### config.mk
export PLATFORM = sky130hd
export DESIGN_NAME = link_pwr_ctrl
export DESIGN_NICKNAME = d
export VERILOG_FILES = /design/src/rtl/lpc_pkg.sv /design/src/rtl/lpc_window.sv /design/src/rtl/lpc_classify.sv /design/src/rtl/lpc_wake_timer.sv /design/src/rtl/lpc_gate_dec.sv /design/src/rtl/link_pwr_ctrl.sv
export SDC_FILE = /design/constraint.sdc
export NUM_CORES = 1
export LEC_CHECK = 0
export BUFFER_PORTS_ARGS = -buffer_cell sky130_fd_sc_hd__buf_4
export CAP_MARGIN = 40
export CORE_MARGIN = 4
export CORE_UTILIZATION = 49
export DETAILED_ROUTE_END_ITERATION = 12
export PLACE_DENSITY_LB_ADDON = 0.25
export SLEW_MARGIN = 40
export SYNTH_ARGS = -nofsm -noshare
export SYNTH_HDL_FRONTEND = slang
export SYNTH_SLANG_ARGS = --single-unit
### constraint.sdc
create_clock -name clk_i -period 3.9 [get_ports clk_i]
set_input_delay 0.195 -clock clk_i [delete_from_list [all_inputs] [get_ports clk_i]]
set_output_delay 0.195 -clock clk_i [all_outputs]
set_load 0.01 [all_outputs]
### src/rtl/lpc_pkg.sv
package lpc_pkg;

  // Encoding ordered by sleep depth: a larger code is a deeper sleep.
  typedef enum logic [1:0] {
    LPC_ACTIVE = 2'b00,
    LPC_TXDORM = 2'b01,
    LPC_OFF    = 2'b10
  } lpc_state_e;

  typedef struct packed {
    logic tx_clk;
    logic tx_pwr;
    logic rx_pwr;
  } lpc_gate_t;

  function automatic lpc_state_e lpc_deeper(lpc_state_e a, lpc_state_e b);
    return (a > b) ? a : b;
  endfunction

endpackage

### src/rtl/lpc_window.sv
module lpc_window #(
  parameter int WIN_LOG2 = 6,
  parameter int CNT_W    = WIN_LOG2 + 1
) (
  input  logic             clk_i,
  input  logic             rst_ni,
  input  logic             restart_i,
  input  logic             xfer_i,
  output logic             boundary_o,
  output logic [CNT_W-1:0] util_o
);
  localparam logic [WIN_LOG2-1:0] WinOne = WIN_LOG2'(1);

  logic [WIN_LOG2-1:0] win_q;
  logic [CNT_W-1:0]    use_q;

  assign boundary_o = &win_q;
  // Count seen at the decision edge includes the current cycle's transfer.
  assign util_o     = use_q + CNT_W'(xfer_i);

  always_ff @(posedge clk_i or negedge rst_ni) begin
    if (!rst_ni) begin
      win_q <= '0;
      use_q <= '0;
    end else if (restart_i) begin
      win_q <= '0;
      use_q <= '0;
    end else begin
      win_q <= win_q + WinOne;
      use_q <= boundary_o ? '0 : util_o;
    end
  end

endmodule

### src/rtl/lpc_classify.sv
module lpc_classify
  import lpc_pkg::*;
#(
  parameter int CNT_W = 7
) (
  input  logic [CNT_W-1:0] util_i,
  input  logic [CNT_W-1:0] lo_thr_i,
  input  logic [CNT_W-1:0] hi_thr_i,
  output lpc_state_e       pick_o
);
  // The lower compare wins if the thresholds are crossed.
  always_comb begin
    if (util_i < lo_thr_i)       pick_o = LPC_OFF;
    else if (util_i > hi_thr_i)  pick_o = LPC_ACTIVE;
    else                         pick_o = LPC_TXDORM;
  end

endmodule

### src/rtl/lpc_wake_timer.sv
module lpc_wake_timer #(
  parameter int WAKE_W = 4
) (
  input  logic              clk_i,
  input  logic              rst_ni,
  input  logic              load_i,
  input  logic [WAKE_W-1:0] cycles_i,
  output logic              busy_o
);
  localparam logic [WAKE_W-1:0] CntOne = WAKE_W'(1);

  logic [WAKE_W-1:0] cnt_q;

  assign busy_o = (cnt_q != '0);

  always_ff @(posedge clk_i or negedge rst_ni) begin
    if (!rst_ni)      cnt_q <= '0;
    else if (load_i)  cnt_q <= cycles_i;
    else if (busy_o)  cnt_q <= cnt_q - CntOne;
  end

endmodule

### src/rtl/lpc_gate_dec.sv
module lpc_gate_dec
  import lpc_pkg::*;
(
  input  logic [1:0] state_i,
  output lpc_gate_t  gate_o
);
  always_comb begin
    unique case (state_i)
      2'b01:   gate_o = '{tx_clk: 1'b0, tx_pwr: 1'b0, rx_pwr: 1'b1};
      2'b10:   gate_o = '{tx_clk: 1'b0, tx_pwr: 1'b0, rx_pwr: 1'b0};
      default: gate_o = '{tx_clk: 1'b1, tx_pwr: 1'b1, rx_pwr: 1'b1}; // 00 and spare 11
    endcase
  end

endmodule

### src/rtl/link_pwr_ctrl.sv
module link_pwr_ctrl
  import lpc_pkg::*;
#(
  parameter int WIN_LOG2 = 6,
  parameter int WAKE_W   = 4,
  localparam int CNT_W   = WIN_LOG2 + 1
) (
  input  logic              clk_i,
  input  logic              rst_ni,
  input  logic              flit_vld_i,
  output logic              link_rdy_o,
  input  logic [CNT_W-1:0]  lo_thr_i,
  input  logic [CNT_W-1:0]  hi_thr_i,
  input  logic [WAKE_W-1:0] wake_cyc_i,
  output logic              tx_clk_en_o,
  output logic              tx_pwr_en_o,
  output logic              rx_pwr_en_o,
  output logic [1:0]        state_o
);
  lpc_state_e       state_q, state_d, pick;
  lpc_gate_t        gate;
  logic             wake_go, settling, xfer, boundary;
  logic [CNT_W-1:0] util;

  // A waiting flit wakes a sleeping link without any utilization test.
  assign wake_go    = (state_q != LPC_ACTIVE) && flit_vld_i;
  assign link_rdy_o = (state_q == LPC_ACTIVE) && !settling;
  assign xfer       = flit_vld_i && link_rdy_o;

  lpc_window #(.WIN_LOG2(WIN_LOG2), .CNT_W(CNT_W)) win_i (
    .clk_i      (clk_i),
    .rst_ni     (rst_ni),
    .restart_i  (wake_go),
    .xfer_i     (xfer),
    .boundary_o (boundary),
    .util_o     (util)
  );

  lpc_classify #(.CNT_W(CNT_W)) cls_i (
    .util_i   (util),
    .lo_thr_i (lo_thr_i),
    .hi_thr_i (hi_thr_i),
    .pick_o   (pick)
  );

  lpc_wake_timer #(.WAKE_W(WAKE_W)) wake_i (
    .clk_i    (clk_i),
    .rst_ni   (rst_ni),
    .load_i   (wake_go),
    .cycles_i (wake_cyc_i),
    .busy_o   (settling)
  );

  always_comb begin
    state_d = state_q;
    if (wake_go)                    state_d = LPC_ACTIVE;
    else if (boundary && !settling) state_d = lpc_deeper(state_q, pick);
  end

  always_ff @(posedge clk_i or negedge rst_ni) begin
    if (!rst_ni) state_q <= LPC_ACTIVE;
    else         state_q <= state_d;
  end

  lpc_gate_dec dec_i (
    .state_i (state_q),
    .gate_o  (gate)
  );

  assign tx_clk_en_o = gate.tx_clk;
  assign tx_pwr_en_o = gate.tx_pwr;
  assign rx_pwr_en_o = gate.rx_pwr;
  assign state_o     = state_q;

endmodule

# After elaboration in Yosys (flattened, before gate mapping)
# Index checks and enable logic that the tools add are counted.
totals:
  wordCells: 36
  input_bits: 21
  register_bits: 19
op_classes:
  n_eq_ne: 3
  addsub: 3
  magnitude_cmp: 3
  muxes: 11
  n_reduce_logical: 12
op_table:
  columns: ["cell", "count"]
  rows:
  - ["two-way mux 7 bit", 2]
  - ["two-way mux 2 bit", 4]
  - ["two-way mux 4 bit", 2]
  - ["adder 7 x 1 -> 7 bit", 1]
  - ["> comparator 7 bit", 1]
  - ["less-than comparator 7 bit", 1]
  - ["adder 6 x 1 -> 6 bit, second input constant", 1]
  - ["two-way mux 6 bit", 1]
  - ["case mux 3 bit (2 select lines)", 1]
  - ["AND reduction 6 bit", 1]
  - ["nonzero test 2 bit", 3]
  - ["logical AND 1 bit", 4]
  - ["nonzero test 4 bit", 1]
  - ["subtractor 4 x 1 -> 4 bit, second input constant", 1]
  - ["equality test 2 x 1 -> 1 bit, second input constant", 1]
  - ["equality test 2 bit, second input constant", 1]
  - ["> comparator 2 bit", 1]
  - ["zero test 2 bit", 1]
  - ["inequality test 2 bit, second input constant", 1]
  - ["AND reduction 2 bit", 1]
  - ["zero test 1 bit", 1]
  - ["two-way mux 1 bit", 1]

# Logic depth before layout (Yosys ltp)
logic_depth:
  depth_word: 12
  depth_mapped: 20
  depth_no_buf: 20

# Cells and area by module
# From an unflattened synthesis, not the netlist that was laid out.
hier_totals:
  cells_unflattened: 154
  area_unflattened_um2: 1393.8
modules_own_cells:
  columns: ["mod", "cells_per_inst", "n_inst", "area_each_um2"]
  rows:
  - ["lpc_window", 56, 1, 605.6]
  - ["lpc_classify", 46, 1, 334.1]
  - ["lpc_wake_timer", 26, 1, 251.5]
  - ["link_pwr_ctrl", 22, 1, 175.2]
  - ["lpc_gate_dec", 4, 1, 27.5]

# Worst setup path before layout
# Ideal clock, no wire load.
synth_path:
  kind: "flip-flop to flip-flop"
  start: "reg wake_i.cnt_q[0]"
  end: "reg state_q[1] (netlist: state_o[1])"
  required_ns: 3.827
  setup_slack_ns: 0.329
  arrival_time_ns: 3.498
  setup_time_ns: 0.073
  stages_incl_launch_ff: 20
  cell_sequence: "dfrtp_1 > inv_1 > ha_1 > nor3b_4 > and3_2 > ha_1 > ha_1 > nand2_1 > nor2_1 > xor2_1 > ha_1 > a21oi_1 > and3_1 > o21ai_1 > ha_1 > nor2b_1 > o21ai_0 > nand3_2 > or2_1 > a21oi_2"
synth_via:
  elab_chain_len: 11
  word_cells_on_any_way: 17
synth_lines:
  columns: ["item", "line_no", "source"]
  rows:
  - ["start: declaration", "lpc_wake_timer.sv:12", "logic [WAKE_W-1:0] cnt_q;"]
  - ["start signal: assignment", "lpc_wake_timer.sv:18", "else if (load_i) cnt_q <= cycles_i;"]
  - ["start signal: assignment", "lpc_wake_timer.sv:19", "else if (busy_o) cnt_q <= cnt_q - CntOne;"]
  - ["nonzero test 4 bit *", "lpc_wake_timer.sv:14", "assign busy_o = (cnt_q != '0);"]
  - ["zero test 1 bit *", "link_pwr_ctrl.sv:27, link_pwr_ctrl.sv:57", null]
  - ["logical AND 1 bit", "link_pwr_ctrl.sv:27", "assign link_rdy_o = (state_q == LPC_ACTIVE) && !settling;"]
  - ["logical AND 1 bit", "link_pwr_ctrl.sv:28", "assign xfer = flit_vld_i && link_rdy_o;"]
  - ["adder 7 x 1 -> 7 bit", "lpc_window.sv:19", "assign util_o = use_q + CNT_W'(xfer_i);"]
  - ["> comparator 7 bit", "lpc_classify.sv:14", "else if (util_i > hi_thr_i) pick_o = LPC_ACTIVE;"]
  - ["two-way mux 1 bit", "lpc_classify.sv:14", null]
  - ["two-way mux 2 bit", "lpc_classify.sv:13", "if (util_i < lo_thr_i) pick_o = LPC_OFF;"]
  - ["> comparator 2 bit", "lpc_pkg.sv:17", "return (a > b) ? a : b;"]
  - ["inequality test 2 bit (no line)", null, null]
  - ["AND reduction 2 bit (no line)", null, null]
  - ["end signal: assignment", "link_pwr_ctrl.sv:62", "else state_q <= state_d;"]
  - ["end: declaration", "link_pwr_ctrl.sv:20", "lpc_state_e state_q, state_d, pick;"]
# Mark *: on every way between the ends. The rest lies on a longest branch, timed or not. The select of a mux whose other input is x is not followed.
# A chain may end at the register's enable or synchronous reset.

# Worst setup path after layout
layout_path:
  start: "reg wake_i.cnt_q[1]"
  end: "reg state_q[1] (netlist: state_o[1])"
# The elaborated chain is that of the path after synthesis.

==> metrics.md <==
| Metric | Value |
|---|---|
| Outcome | complete, no violations |
| Largest net degree at the start of global routing | 20 |
| Met1 GRT Util | 18.6% |
| Global route overflow | 0 |
| Commonest cells in the netlist | 23 x ha_1, 20 x inv_1, 19 x dfrtp_1 |
| Gpl congestion | 0.777 |
| Max clock buf depth | 2 |
| H-tree levels | 1 |
| Layout cells sized above 1 | 31.9% |
| CTS tree | built |
| Slew @ Worst Pin | 0.618 ns |
| Initial antenna violation count | 0 |
| Worst-path maximum fanout | 4 |
| Number of max-cap violations | 0 |
| Sequential share of the synthesized area | 34.9% |
| Met3 usage | 5.11% |
| Ys Warns | 0 |
| Relative slew slack | 58.6% |
| Antenna Nets Post-Route | 0 |
| Clk sinks | 19 |
| Final WS setup | 0.222 ns |
| Die Y-Extent | 60.8 um |
| Clock skew | 0.00831 ns |
| Seq pwr share | 38.9% |
| Fin crit share | 94.3% |
| Fin nets | 227 |
| Multiplexer share of the synthesized area | 2.39% |
| Cells after synthesis | 146 |
| Met2 global-route usage | 30.2% |
| Clk pin slew, worst setup/hold paths | 0.12 ns |
| CTS Buf Count | 3 |
| Global-route wire length before repair | 4530 um |
| DP Wirelength | 2100 um |
| Starting Density | 53.1% |
| Die area | 0.00369 sq mm |
| Synthesized area per cell | 9.34 sq um |
| Clock latency on the worst-skew pair | 0.31 ns |
| Most common cell in the synthesized netlist | ha_1 |
| Core Region | 0.00257 sq mm |
| Max Clk Rate | 0.272 GHz |
| Largest cells by area after synthesis | dfrtp_1 35%, ha_1 21%, inv_1 5.5% |
| Flop-to-flop setup slack | 0.22 ns |
| Worst EP arrival | 3.92 ns |
| Worst hold endpoint | wake_i.cnt_q[2]$_DFFE_PN0P_ |
| Worst Hold Depth | 3 |
| Critical path required time | 4.15 ns |
| Sw Ratio | 37.4% |
| Drt drc | 0 |
| Static leakage | 0.897 nW |
| Final Hold Viols | 0 |
| Diodes inserted | 0 |
| Post-Syn Nets | 190 |
| Reg2Reg Depth | 19 |
| Combinational fraction of design power | 48.8% |
| CP endpoint kind | register |
| Drt pass-1 iters | 4 |
| Sw power | 329 uW |
| HP Class | primary input to register |
| Synth Register Bits | 19 |
| Gr usage total | 16.6% |
| Wire per inst | 13.7 um |
| Peak supply drop | 580 uV |
| Area share of and/or/nand/nor cells after synthesis | 20.6% |
| IO Count | 27 |
| Min Tclk post-route | 3.68 ns |
| Netlist cell types | 38 |
| Pwr dens | 506 mW/mm^2 |
| RR Endpoint | state_o[1]$_DFFE_PN0P_ |
| Area leader, netlist | dfrtp_1 |
| CP Launch Point | wake_i.cnt_q[1]$_DFFE_PN0P_ |
| Number of global-route vias before repair | 1134 |
| Area grow syn2layout | 27.3% |
| Adder-cell share of the synthesized area | 21.1% |
| Fin. max-slew vios | 0 |
| Mapped cell area | 0.00136 sq mm |
| Gr busiest metal | met2 |
| Post-synth top area share | 34.9% |
| Crit start category | register |
| Port Buffers | 26 |
| # rows | 18 |
| Async S/R FF share, synth | 100% |
| EDFF count, synth | 0 |
| Die Width | 60.8 um |
| Internal power | 550 uW |
| Drt total wl | 2910 um |
| Via/cell ratio | 5.22 |
| Hold wc startpoint | wake_cyc_i[2] |
| Clock power share | 12.4% |
| Via count | 1106 |
| Pre-CTS setup slack | 0.127 ns |
| Reg2reg start | wake_i.cnt_q[1]$_DFFE_PN0P_ |
| Compound-Gate Fraction of Synth Area | 7.34% |
| CP Class | register to register |
| Largest family of logic cells by synthesized area | adder cells |
| Setup violations, final | 0 |
| Root Buffer | clkbuf_4 |
| Initial drt markers | 16 |
| Synth Area in XOR/XNOR | 7.06% |
| Fin Setup TNS | 0 ns |
| Top FF cell, synth | dfrtp_1 |
-- power groups by stage --
stage                     sequential [mW]  clock (mW)  combinational, mW
final                               0.341       0.109              0.429
after detailed placement            0.335           0              0.371
after floorplan                     0.323           0              0.278
after global placement              0.332           0              0.349
after CTS                           0.332       0.106              0.377
after global routing                0.348       0.117              0.485
-- worst max-delay path, cell delays in order (launching register included) --
cell     delay [ns]
dfrtp_1        0.41
inv_2          0.08
ha_2           0.18
nor3b_4        0.20
and3_4         0.23
ha_4           0.13
ha_4           0.12
nand2_1        0.06
nor2_2         0.13
xor2_1         0.26
ha_1           0.32
a21oi_2        0.14
and3_4         0.19
o21ai_2        0.07
ha_1           0.31
nor2b_1        0.13
o21ai_1        0.17
nand3_2        0.12
or2_1          0.26
a21oi_2        0.11
-- cells in the final DEF, fill, tap and decap left out, types with 5 or more instances in the layout --
master,netlist,layout
buf_4,1,34
ha_1,23,20
dfrtp_1,19,19
inv_1,20,18
nor2_1,11,10
nand2_1,9,9
nand3_1,7,7
nor2b_1,8,7
xor2_1,5,5
xnor2_1,6,5
-- metal layers --
metal	up-vias	share of wire, %
met1	525	41
li1	556	-
met2	19	53
met3	6	4.8
met4	0	1.5
met5	-	0
-- layout make-up --
| type | count | area, sq um |
|---|---|---|
| Multi-Input combinational cell | 104 | 857 |
| Fill cell | 205 | 831 |
| Sequential cell | 19 | 475 |
| Timing Repair Buffer | 35 | 265 |
| Inverter | 20 | 75.1 |
| Tap cell | 30 | 37.5 |
| Clock buffer | 4 | 26.3 |
-- what timing repair did --
item,in CTS,in global routing
hold endpoints to repair,19,0
buffers inserted,0,7
setup endpoints to repair,0,2
hold buffers,1,0
resized for setup,0,15
-- metrics by stage --
step | power (mW) | instance area, sq um | utilization [%] | hold WS [ns] | std cells
after floorplan | 0.601 | 1360 | - | -0.101 | 146
final | 0.879 | 1740 | 67.6 | 0.0719 | 212
after CTS | 0.814 | 1630 | 63.4 | 0.0847 | 205
after global placement | 0.681 | 1590 | 61.8 | 0.0796 | 200
after global routing | 0.951 | 1740 | 67.6 | 0.0929 | 212
after detailed placement | 0.705 | 1590 | 61.9 | 0.0795 | 200
-- state kept, by name (all words and copies together) (netlist names) --
name          cells
wake_i.cnt_q      4
win_i.use_q       7
win_i.win_q       6
state_o           2
-- kinds of logic (layout without fill, tap and decap cells) --
| group | count (synthesis) | after routing |
|---|---|---|
| AOI/OAI and AO/OA | 16 | 16 |
| xor gates and xnor gates | 11 | 11 |
| adders and majority gates | 23 | 23 |
| buffers and inverters | 23 | 59 |
| DFF | 19 | 19 |
| muxes | 3 | 3 |
| and+or+nand+nor | 51 | 51 |
-- worst max path at each step --
| stage | to | slack (ns) | cells after the start |
|---|---|---|---|
| final | state_o[1]$_DFFE_PN0P_ | 0.22 | 19 |
| after global routing | state_o[1]$_DFFE_PN0P_ | -0.03 | 19 |
| after CTS | state_o[1]$_DFFE_PN0P_ | 0.06 | 19 |
| after detailed placement | state_o[1]$_DFFE_PN0P_ | 0.13 | 19 |
| after global placement | state_o[1]$_DFFE_PN0P_ | 0.33 | 19 |
| after floorplan | state_o[1]$_DFFE_PN0P_ | 0.33 | 19 |
(Power assumes the default switching activity.)
